`src/rtl/adc_lane_serializer.sv`:
```
module adc_lane_serializer #(
  parameter int LANES = 8,
  parameter int WORD  = 12
) (
  input  logic                   clk,
  input  logic                   rst_n,
  input  logic                   smp_valid,
  input  logic [LANES*WORD-1:0]  smp_data,
  input  logic [1:0]             pat_sel,
  input  logic                   msb_first,
  input  logic [WORD-1:0]        cust_pat,
  input  logic [LANES-1:0]       pdn_mask,
  output logic [LANES-1:0]       lane_out,
  output logic                   bclk_out,
  output logic                   fclk_out
);
  localparam int SW = $clog2(WORD);
  localparam logic [SW-1:0] LAST = SW'(WORD - 1);
  localparam logic [SW-1:0] HALF = SW'(WORD / 2);

  logic [SW-1:0]         slot_q;
  logic                  bclk_q;
  logic [LANES*WORD-1:0] hold_q, cur_q;
  logic [LANES*WORD-1:0] hold_nxt;
  logic [1:0]            pat_q;
  logic                  msb_q;
  logic [WORD-1:0]       cust_q;
  logic [LANES-1:0]      mask_q;
  logic [WORD-1:0]       desk_w, sync_w, pat_w;
  logic [SW-1:0]         idx;
  logic                  frame_end;

  assign frame_end = (slot_q == LAST);
  assign hold_nxt  = smp_valid ? smp_data : hold_q;

  always_ff @(posedge clk) begin
    if (!rst_n) begin
      slot_q <= '0;
      bclk_q <= 1'b0;
      hold_q <= '0;
      cur_q  <= '0;
      pat_q  <= 2'b00;
      msb_q  <= 1'b0;
      cust_q <= '0;
      mask_q <= '0;
    end else begin
      bclk_q <= ~bclk_q;
      hold_q <= hold_nxt;
      if (frame_end) begin
        slot_q <= '0;
        cur_q  <= hold_nxt;
        pat_q  <= pat_sel;
        msb_q  <= msb_first;
        cust_q <= cust_pat;
        mask_q <= pdn_mask;
      end else begin
        slot_q <= slot_q + 1'b1;
      end
    end
  end

  always_comb begin
    for (int k = 0; k < WORD; k++) begin
      desk_w[k] = (k % 2 == 0);
      sync_w[k] = (k >= WORD / 2);
    end
    case (pat_q)
      2'b01:   pat_w = desk_w;
      2'b10:   pat_w = sync_w;
      default: pat_w = cust_q;
    endcase
  end

  assign idx = msb_q ? (LAST - slot_q) : slot_q;

  for (genvar i = 0; i < LANES; i++) begin : g_lane
    logic [WORD-1:0] w;
    assign w = (pat_q == 2'b00) ? cur_q[i*WORD +: WORD] : pat_w;
    assign lane_out[i] = ~mask_q[i] & w[idx];
  end

  assign bclk_out = bclk_q;
  assign fclk_out = (slot_q < HALF);

  p_bclk_phase_r2: assert property (@(posedge clk) disable iff (!rst_n)
    bclk_q == slot_q[0]);
  p_slot_range_r3: assert property (@(posedge clk) disable iff (!rst_n)
    slot_q <= LAST);
  p_fclk_rise_r3: assert property (@(posedge clk) disable iff (!rst_n)
    $rose(fclk_out) |-> slot_q == '0);
  p_load_word_r4: assert property (@(posedge clk) disable iff (!rst_n)
    frame_end |=> cur_q == $past(hold_nxt));
  p_mid_hold_r4: assert property (@(posedge clk) disable iff (!rst_n)
    !frame_end |=> $stable(cur_q));
  p_ctl_stable_r12: assert property (@(posedge clk) disable iff (!rst_n)
    slot_q != '0 |-> ($stable(pat_q) && $stable(msb_q) && $stable(cust_q) && $stable(mask_q)));
  p_pat_uniform_r10: assert property (@(posedge clk) disable iff (!rst_n)
    (pat_q != 2'b00 && mask_q == '0) |-> (lane_out == '0 || lane_out == '1));
  p_pdn_quiet_r11: assert property (@(posedge clk) disable iff (!rst_n)
    (lane_out & mask_q) == '0);
endmodule

```
`config.mk`:
```
export PLATFORM = sky130hd
export DESIGN_NAME = adc_lane_serializer
export DESIGN_NICKNAME = d
export VERILOG_FILES = /design/src/rtl/adc_lane_serializer.sv
export SDC_FILE = /design/constraint.sdc
export NUM_CORES = 1
export LEC_CHECK = 0
export BUFFER_PORTS_ARGS = -buffer_cell sky130_fd_sc_hd__clkbuf_2
export CORE_ASPECT_RATIO = 0.8
export CORE_MARGIN = 2
export CORE_UTILIZATION = 51
export CTS_CLUSTER_SIZE = 20
export DETAILED_ROUTE_END_ITERATION = 16
export GPL_ROUTABILITY_DRIVEN = 0
export HOLD_SLACK_MARGIN = 0.02
export PLACE_DENSITY = 0.77
export SYNTH_ARGS = -nofsm -noshare
export SYNTH_HDL_FRONTEND = slang
export SYNTH_SLANG_ARGS = --single-unit
```
`constraint.sdc`:
```
create_clock -name clk -period 2.2 [get_ports clk]
set_input_delay 0.22 -clock clk [delete_from_list [all_inputs] [get_ports clk]]
set_output_delay 0.22 -clock clk [all_outputs]
set_load 0.01 [all_outputs]
```
==> summary.md, run 1 <==
| Metric | Value |
|---|---|
| R2r setup slk | 0.11 ns |
| DRC | 0 |
| PortBufs | 131 |
| Die width | 151 microns |
| RR Endpoint | cur_q[49] |
| Failing checks | setup timing |
| GRT Util Overall | 28.8% |
| Reg-to-Reg Start | slot_q[2] |
| Initial DRC Count | 744 |
| Max IR drop VDD | 0.481 mV |
| RSZ-0062 raised after global routing | true |
| Flop and latch count out of synthesis | 220 |
| Fmax | 310 MHz |
| Fin crit period | 3.22 ns |
| Synth unique cells | 53 |
| CP Capture Type | output port |
| Vias in the first global route | 8210 |
| CTS H-tree depth | 1 |
| Most common cell after layout, fill and taps aside | dfxtp_1 |
| Fin util | 74.1% |
| # nets final | 1339 |
| Clock Latency Late Sink | 0.51 ns |
| Clk buf depth | 3 |
| Endpoints failing setup | 8 |
| Slew Viols, Final | 0 |
| Gr ovfl total | 0 |
| ANT cells | 0 |
| Syn Nets | 1045 |
| Hold EP | hold_q[34] |
| Ys flop type | dfxtp_1 |
| Slew HR | 69.6% |
| Hold path depth | 3 |
| Min-delay src | smp_data[34] |
| Mux cell area share after synthesis | 11.5% |
| Crit path max fanout | 7 |
| Post-detailed-route count of antenna-violating nets | 0 |
| Skew final | 0.00814 ns |
| Area taken by multi-input logic gates | 4270 sq um |
| Hold/Removal Path Class | primary input to flip-flop |
| Area grow syn2layout | 40.9% |
| Sequential area share after synthesis | 50.1% |
| Initial DRT Pass Iterations | 5 |
| Status | finished, violations left |
| DIE HEIGHT | 121 microns |
| Routed len/inst | 18.3 microns |
| Area share of fa/ha/maj cells after synthesis | 0.854% |
| Max_cap viols | 0 |
| CTS Buf Count | 22 |
| Final WS setup | -1.02 ns |
| Via count | 8162 |
| Worst slack at placement | -0.508 ns |
| Clk sinks | 220 |
| Initial antenna violation count | 0 |
| Synth Area in Compound Gates | 19.3% |
| Required @ worst endpoint | 1.98 ns |
| Routed wire length | 26.5 mm |
| Count of final hold-check violations | 0 |
| Commonest non-fill, non-tap cells in the layout | dfxtp_1 (218), nor2_1 (201), clkbuf_2 (125), dlygate4sd3_1 (115), mux2i_1 (100) |
| CTS tree | yes |
| Post-detail-place hpwl | 16.3 mm |
| Register area | 4410 sq um |
| Final cell count without fillers | 1447 |
| XOR/XNOR Fraction of Synth Area | 0.470% |
| Filler cell count in the final layout | 1085 |
| Asr flop ratio synth | 0% |
| Post-synth design cell area | 8790 sq um |
| Leakage | 0.00502 uW |
| Critical path class | flip-flop to output port |
| Placed Area | 10300 sq um |
| YS warnings | 0 |
| Slew @ Worst Pin | 0.444 ns |
| Post-synth EDFFs | 0 |
| Initial core utilization | 52.6% |
| Mean Syn Cell Area | 9.58 sq um |
| Reg clk slew, reported paths | 0.07 ns |
| Largest family of logic cells by synthesized area | compound AO/OA/AOI/OAI gates |
| Setup crit start kind | flip-flop |
| Final instance area | 12400 sq um |
| Synth Area in Simple Gates | 13.5% |
| Core Rows | 42 |
| Fin crit share | 146% |
| Placed insts | 1284 |
| Mapped Cells | 917 |
| Via-to-Cell Ratio | 5.64 |
| Root Buffer | clkbuf_16 |
| Die footprint | 18300 sq um |
| Ratio of cells with drive above 1 in the final layout | 26.0% |
| First-pass GRT wire length | 41.5 mm |
| Worst r2r path cells | 8 |
| Crit path DAT | 3.00 ns |
| Core area | 16700 sq um |
| Largest net degree at the start of global routing | 59 |
| P per Cell Area | 732 nW/um^2 |
| Ports | 132 |
==> report_power, final <==
| group | internal (uW) | leakage (uW) | total (uW) | switching [uW] |
|---|---|---|---|---|
| logic | 580 | 0.00286 | 1170 | 591 |
| registers | 4090 | 0.00179 | 4130 | 36.5 |
| clock network | 2160 | 0.000365 | 3760 | 1590 |
| total | 6840 | 0.00502 | 9060 | 2220 |
==> routing by layer <==
metal | wire length, microns | vias to the layer above | global-route usage (%)
li1 | - | 3876 | -
met1 | 11100 | 3797 | 36.8
met2 | 12200 | 395 | 48.2
met5 | 0 | - | 0
met4 | 986 | 0 | 10.7
met3 | 2240 | 94 | 5.94
==> layout make-up <==
class / instances / area share, %
timing repair buffer: 339 / 21.4
multi-input combinational: 620 / 34.5
clock buffer: 34 / 5.54
tap: 220 / 2.22
sequential: 220 / 35.6
clock inverter: 6 / 0.445
inverter: 8 / 0.283
==> registers in the layout, summed over array words and instances (netlist names) <==
signal    count
mask_q        8
slot_q        4
pat_q         2
hold_q       96
cust_q       12
bclk_out      1
msb_q         1
cur_q        96
==> how the worst max path moves through the flow <==
stage | start | endpoint | slack [ns] | depth (start not counted)
after floorplan | pat_q[1] | lane_out[3] | -0.29 | 9
after global placement | pat_q[0] | lane_out[3] | -0.41 | 10
after detailed placement | pat_q[0] | lane_out[3] | -0.51 | 10
after CTS | pat_q[0] | lane_out[7] | -0.93 | 10
after global routing | pat_q[0] | lane_out[4] | -1.10 | 10
final | pat_q[0] | lane_out[7] | -1.02 | 10
==> critical path: stages (launching register included) <==
cell       delay, ns
dfxtp_2         0.34
inv_2           0.06
ha_4            0.33
buf_6           0.15
nor3_1          0.07
nor2_2          0.23
buf_4           0.20
a22oi_1         0.10
a221o_1         0.39
a2111oi_4       0.41
buf_2           0.22
==> cells in the mapped netlist (all sizes together), types with 6 or more instances <==
| library cell | instances | area [sq um] |
|---|---|---|
| a221o | 8 | 82.6 |
| a21oi | 43 | 256 |
| inv | 8 | 30.0 |
| a221oi | 26 | 228 |
| clkbuf | 49 | 184 |
| a2111oi | 6 | 90.1 |
| a22oi | 16 | 120 |
| mux2i | 101 | 1010 |
| dfxtp | 220 | 4400 |
| nand2 | 58 | 218 |
| ha | 6 | 75.1 |
| nand3 | 11 | 60.1 |
| buf | 20 | 143 |
| nor2 | 205 | 777 |
| a211oi | 97 | 728 |
| nand2b | 7 | 46.3 |
==> through the flow <==
stage | hold slack, ns | total power [uW] | TNS (ns)
finish | 0.0253 | 9060 | -7.78
global route | 0.0436 | 9370 | -8.57
CTS | 0.0259 | 9050 | -7.18
detailed placement | 0.411 | 5150 | -3.02
global placement | 0.405 | 5130 | -2.55
floorplan | 0.348 | 4740 | -1.33
==> cell families (layout without fill, tap and decap cells) <==
| group | after synthesis | after routing |
|---|---|---|
| simple gates | 295 | 296 |
| flops | 220 | 220 |
| compound gates | 214 | 214 |
| mux | 101 | 101 |
| buf+inv | 78 | 387 |
| fa+ha+maj | 6 | 6 |
| xor+xnor | 3 | 3 |
==> repair_timing <==
| item | CTS | global route |
|---|---|---|
| resized for setup | 16 | 15 |
| setup buffers | 7 | 0 |
| setup endpoints to repair | 8 | 36 |
| endpoints found under the hold margin | 115 | 0 |
| pin swaps | 9 | 6 |
| hold buffers | 115 | 0 |
| gates cloned | 0 | 1 |
No activity file was read; power rests on OpenSTA's default activity.
==> run 2: changes to the inputs <==
--- a/config.mk
+++ b/config.mk
@@ -8,12 +8,13 @@
 export BUFFER_PORTS_ARGS = -buffer_cell sky130_fd_sc_hd__clkbuf_2
 export CORE_ASPECT_RATIO = 0.8
 export CORE_MARGIN = 2
-export CORE_UTILIZATION = 51
+export CORE_UTILIZATION = 55
+export CTS_CLUSTER_DIAMETER = 150
 export CTS_CLUSTER_SIZE = 20
 export DETAILED_ROUTE_END_ITERATION = 16
 export GPL_ROUTABILITY_DRIVEN = 0
 export HOLD_SLACK_MARGIN = 0.02
-export PLACE_DENSITY = 0.77
+export PLACE_DENSITY = 0.79
 export SYNTH_ARGS = -nofsm -noshare
 export SYNTH_HDL_FRONTEND = slang
 export SYNTH_SLANG_ARGS = --single-unit
==> constraint.sdc (replaced) <==
create_clock -name clk -period 3.57 [get_ports clk]
set_input_delay 0.357 -clock clk [delete_from_list [all_inputs] [get_ports clk]]
set_output_delay 0.357 -clock clk [all_outputs]
set_load 0.01 [all_outputs]
==> run 2 against run 1 <==
  * The run now ends clean
  * First-iteration DRC count grew 6.6%
  * Clock skew grew 0.0029 ns
  * Wire length shrank 22%
  * Worst setup slack gained 1.1 ns
  * Total power shrank 50%
  * Critical path type unchanged
  * Largest power group unchanged
==> summary.md, run 2 (synthesis results as in run 1) <==
| Metric | Value |
|---|---|
| Initial antenna violation count | 0 (unchanged) |
| Leakage | 0.00387 uW (-23%) |
| P per Cell Area | 456 nW/um^2 (-38%) |
| Worst r2r path cells | 7 (-1) |
| Required @ worst endpoint | 3.21 ns (+1.23 ns) |
| Largest net degree at the start of global routing | 110 (+86%) |
| Biggest regs | cur_q (96), hold_q (96), cust_q (12) |
| GRT busiest layer | met2 |
| Post-detailed-route count of antenna-violating nets | 0 (unchanged) |
| Initial core utilization | 56.0% (+3.4 points) |
| Met3 Use GR | 4.65% (-1.3 points) |
| Slew HR | 39.9% (-30 points) |
| Initial DRC Count | 793 (+6.6%) |
| Hold EP | cust_q[5] |
| Status | completed |
| Hold/Removal Path Class | primary input to flip-flop |
| Final instance area | 9950 sq um (-20%) |
| Filler cell count in the final layout | 1351 (+25%) |
| Post-detail-place hpwl | 14.5 mm (-11%) |
| First-pass GRT wire length | 32.5 mm (-22%) |
| DIE HEIGHT | 117 microns (-3.6%) |
| Min-delay src | cust_pat[5] |
| Switching Share | 23.6% (-0.92 points) |
| Flop pwr share | 56.1% (+11 points) |
| DRC | 0 (unchanged) |
| CTS tree | yes |
| Most common cell after layout, fill and taps aside | dfxtp_1 |
| ANT cells | 0 (unchanged) |
| CTS Buf Count | 14 (-36%) |
| Crit path DAT | 3.12 ns (+0.12 ns) |
| Reg-to-Reg Start | slot_q[2] |
| GR met2 Demand/Resource | 37.2% (-11 points) |
| Crit path max fanout | 15 (+8) |
| Critical path class | flip-flop to output port |
| Hold path depth | 3 (unchanged) |
| Placed Area | 9510 sq um (-7.6%) |
| Routed len/inst | 17.0 microns (-7.1%) |
| Worst slack at placement | 0.339 ns (+0.846 ns) |
| Comb power frac | 10.6% (-2.3 points) |
| Initial DRT Pass Iterations | 5 (unchanged) |
| PortBufs | 131 (unchanged) |
| Final WS setup | 0.0916 ns (+1.11 ns) |
| Clk buf depth | 3 (unchanged) |
| Area grow syn2layout | 13.2% |
| Fin crit share | 97.4% |
| Fin crit period | 3.48 ns |
| Endpoints failing setup | 0 (-8) |
| Ports | 132 (unchanged) |
| Gr ovfl total | 0 (unchanged) |
| Vias in the first global route | 6328 (-23%) |
| Slew @ Worst Pin | 0.899 ns (+0.455 ns) |
| GR Util met1 | 33.8% (-3.0 points) |
| Skew final | 0.0111 ns (+0.00294 ns) |
| Root Buffer | clkbuf_16 |
| Reg clk slew, reported paths | 0.08 ns (about the same) |
| Via-to-Cell Ratio | 5.76 (+2.2%) |
| CP Capture Type | output port |
| Ratio of cells with drive above 1 in the final layout | 19.8% (-6.2 points) |
| Core area | 15700 sq um (-6.1%) |
| Core Rows | 41 (-2.4%) |
| Via count | 7024 (-14%) |
| Die width | 145 microns (-3.6%) |
| RR Endpoint | cur_q[18] |
| R2r setup slk | 1.22 ns (+1.11 ns) |
| Max IR drop VDD | 0.310 mV (-36%) |
| Clock Latency Late Sink | 0.47 ns (-0.04 ns) |
| Routed wire length | 20.8 mm (-22%) |
| Clk sinks | 220 (unchanged) |
| CTS H-tree depth | 1 (unchanged) |
| Setup crit start kind | flip-flop |
| GRT Util Overall | 23.8% (-5.0 points) |
| # nets final | 1133 (-15%) |
| Max_cap viols | 0 (unchanged) |
| Die footprint | 17000 sq um (-7.1%) |
| Cell Int Power | 3470 uW (-49%) |
| Net Sw Power | 1070 uW (-52%) |
| Fmax | 287 MHz |
| Slew Viols, Final | 0 (unchanged) |
| Count of final hold-check violations | 0 (unchanged) |
| Commonest non-fill, non-tap cells in the layout | dfxtp_1 (218), nor2_1 (201), clkbuf_2 (130), mux2i_1 (100), a211oi_1 (97) |
| Clock network fraction of total power | 33.4% (-8.1 points) |
-- run 2: cell type report --
class / count / area, sq um / share of cell area, %
Clock buffer: 15 / 375 / 3.77
Multi-Input combinational cell: 619 / 4070 / 40.9
Inverter: 8 / 35.0 / 0.352
Timing Repair Buffer: 142 / 791 / 7.95
Sequential cell: 220 / 4410 / 44.3
Tap cell: 215 / 269 / 2.70
-- run 2: critical path, stage by stage (launching register included) --
cell,delay [ns]
dfxtp_1,0.36
inv_1,0.10
ha_4,0.40
and2b_2,0.20
a21oi_2,0.08
o221ai_2,0.49
o311ai_0,0.25
a2111oi_2,0.55
clkbuf_2,0.22
-- run 2: power by group through the flow --
stage	sequential (uW)	clock, uW	combinational (uW)
after floorplan	2590	0	306
after global placement	2600	0	464
after CTS	2540	1550	473
final	2540	1520	479
after global routing	2550	1650	520
after detailed placement	2600	0	468
-- run 2: per-stage QoR --
| stage | utilization (%) | total power [uW] | instances | hold WS (ns) | TNS, ns |
|---|---|---|---|---|---|
| global route | 63.4 | 4720 | 1219 | 0.105 | -0.00164 |
| CTS | 63.1 | 4560 | 1219 | 0.0994 | 0 |
| global placement | 60.6 | 3060 | 1204 | 0.401 | 0 |
| floorplan | - | 2900 | 917 | 0.436 | 0 |
| finish | 63.4 | 4540 | 1219 | 0.107 | 0 |
| detailed placement | 60.6 | 3070 | 1204 | 0.406 | 0 |
-- run 2: worst max-delay path by stage --
| stage | startpoint | to |
|---|---|---|
| final | pat_q[0] | lane_out[6] |
| after global routing | pat_q[1] | lane_out[3] |
| after CTS | pat_q[0] | lane_out[3] |
| after detailed placement | pat_q[0] | lane_out[7] |
| after global placement | pat_q[1] | lane_out[7] |
| after floorplan | pat_q[0] | lane_out[0] |
-- run 2: layer usage --
metal  wire [microns]  share of wire [%]
met3             1670                8.0
met2             9070                 44
met4              547                2.6
met1             9480                 46
met5                0                  0
-- run 2: repair_timing --
item / CTS / global route
hold buffers: 0 / 0
setup endpoints to repair: 6 / 6
resized for setup: 4 / 8
buffers inserted: 0 / 0
pin swaps: 0 / 1
cloned: 0 / 0
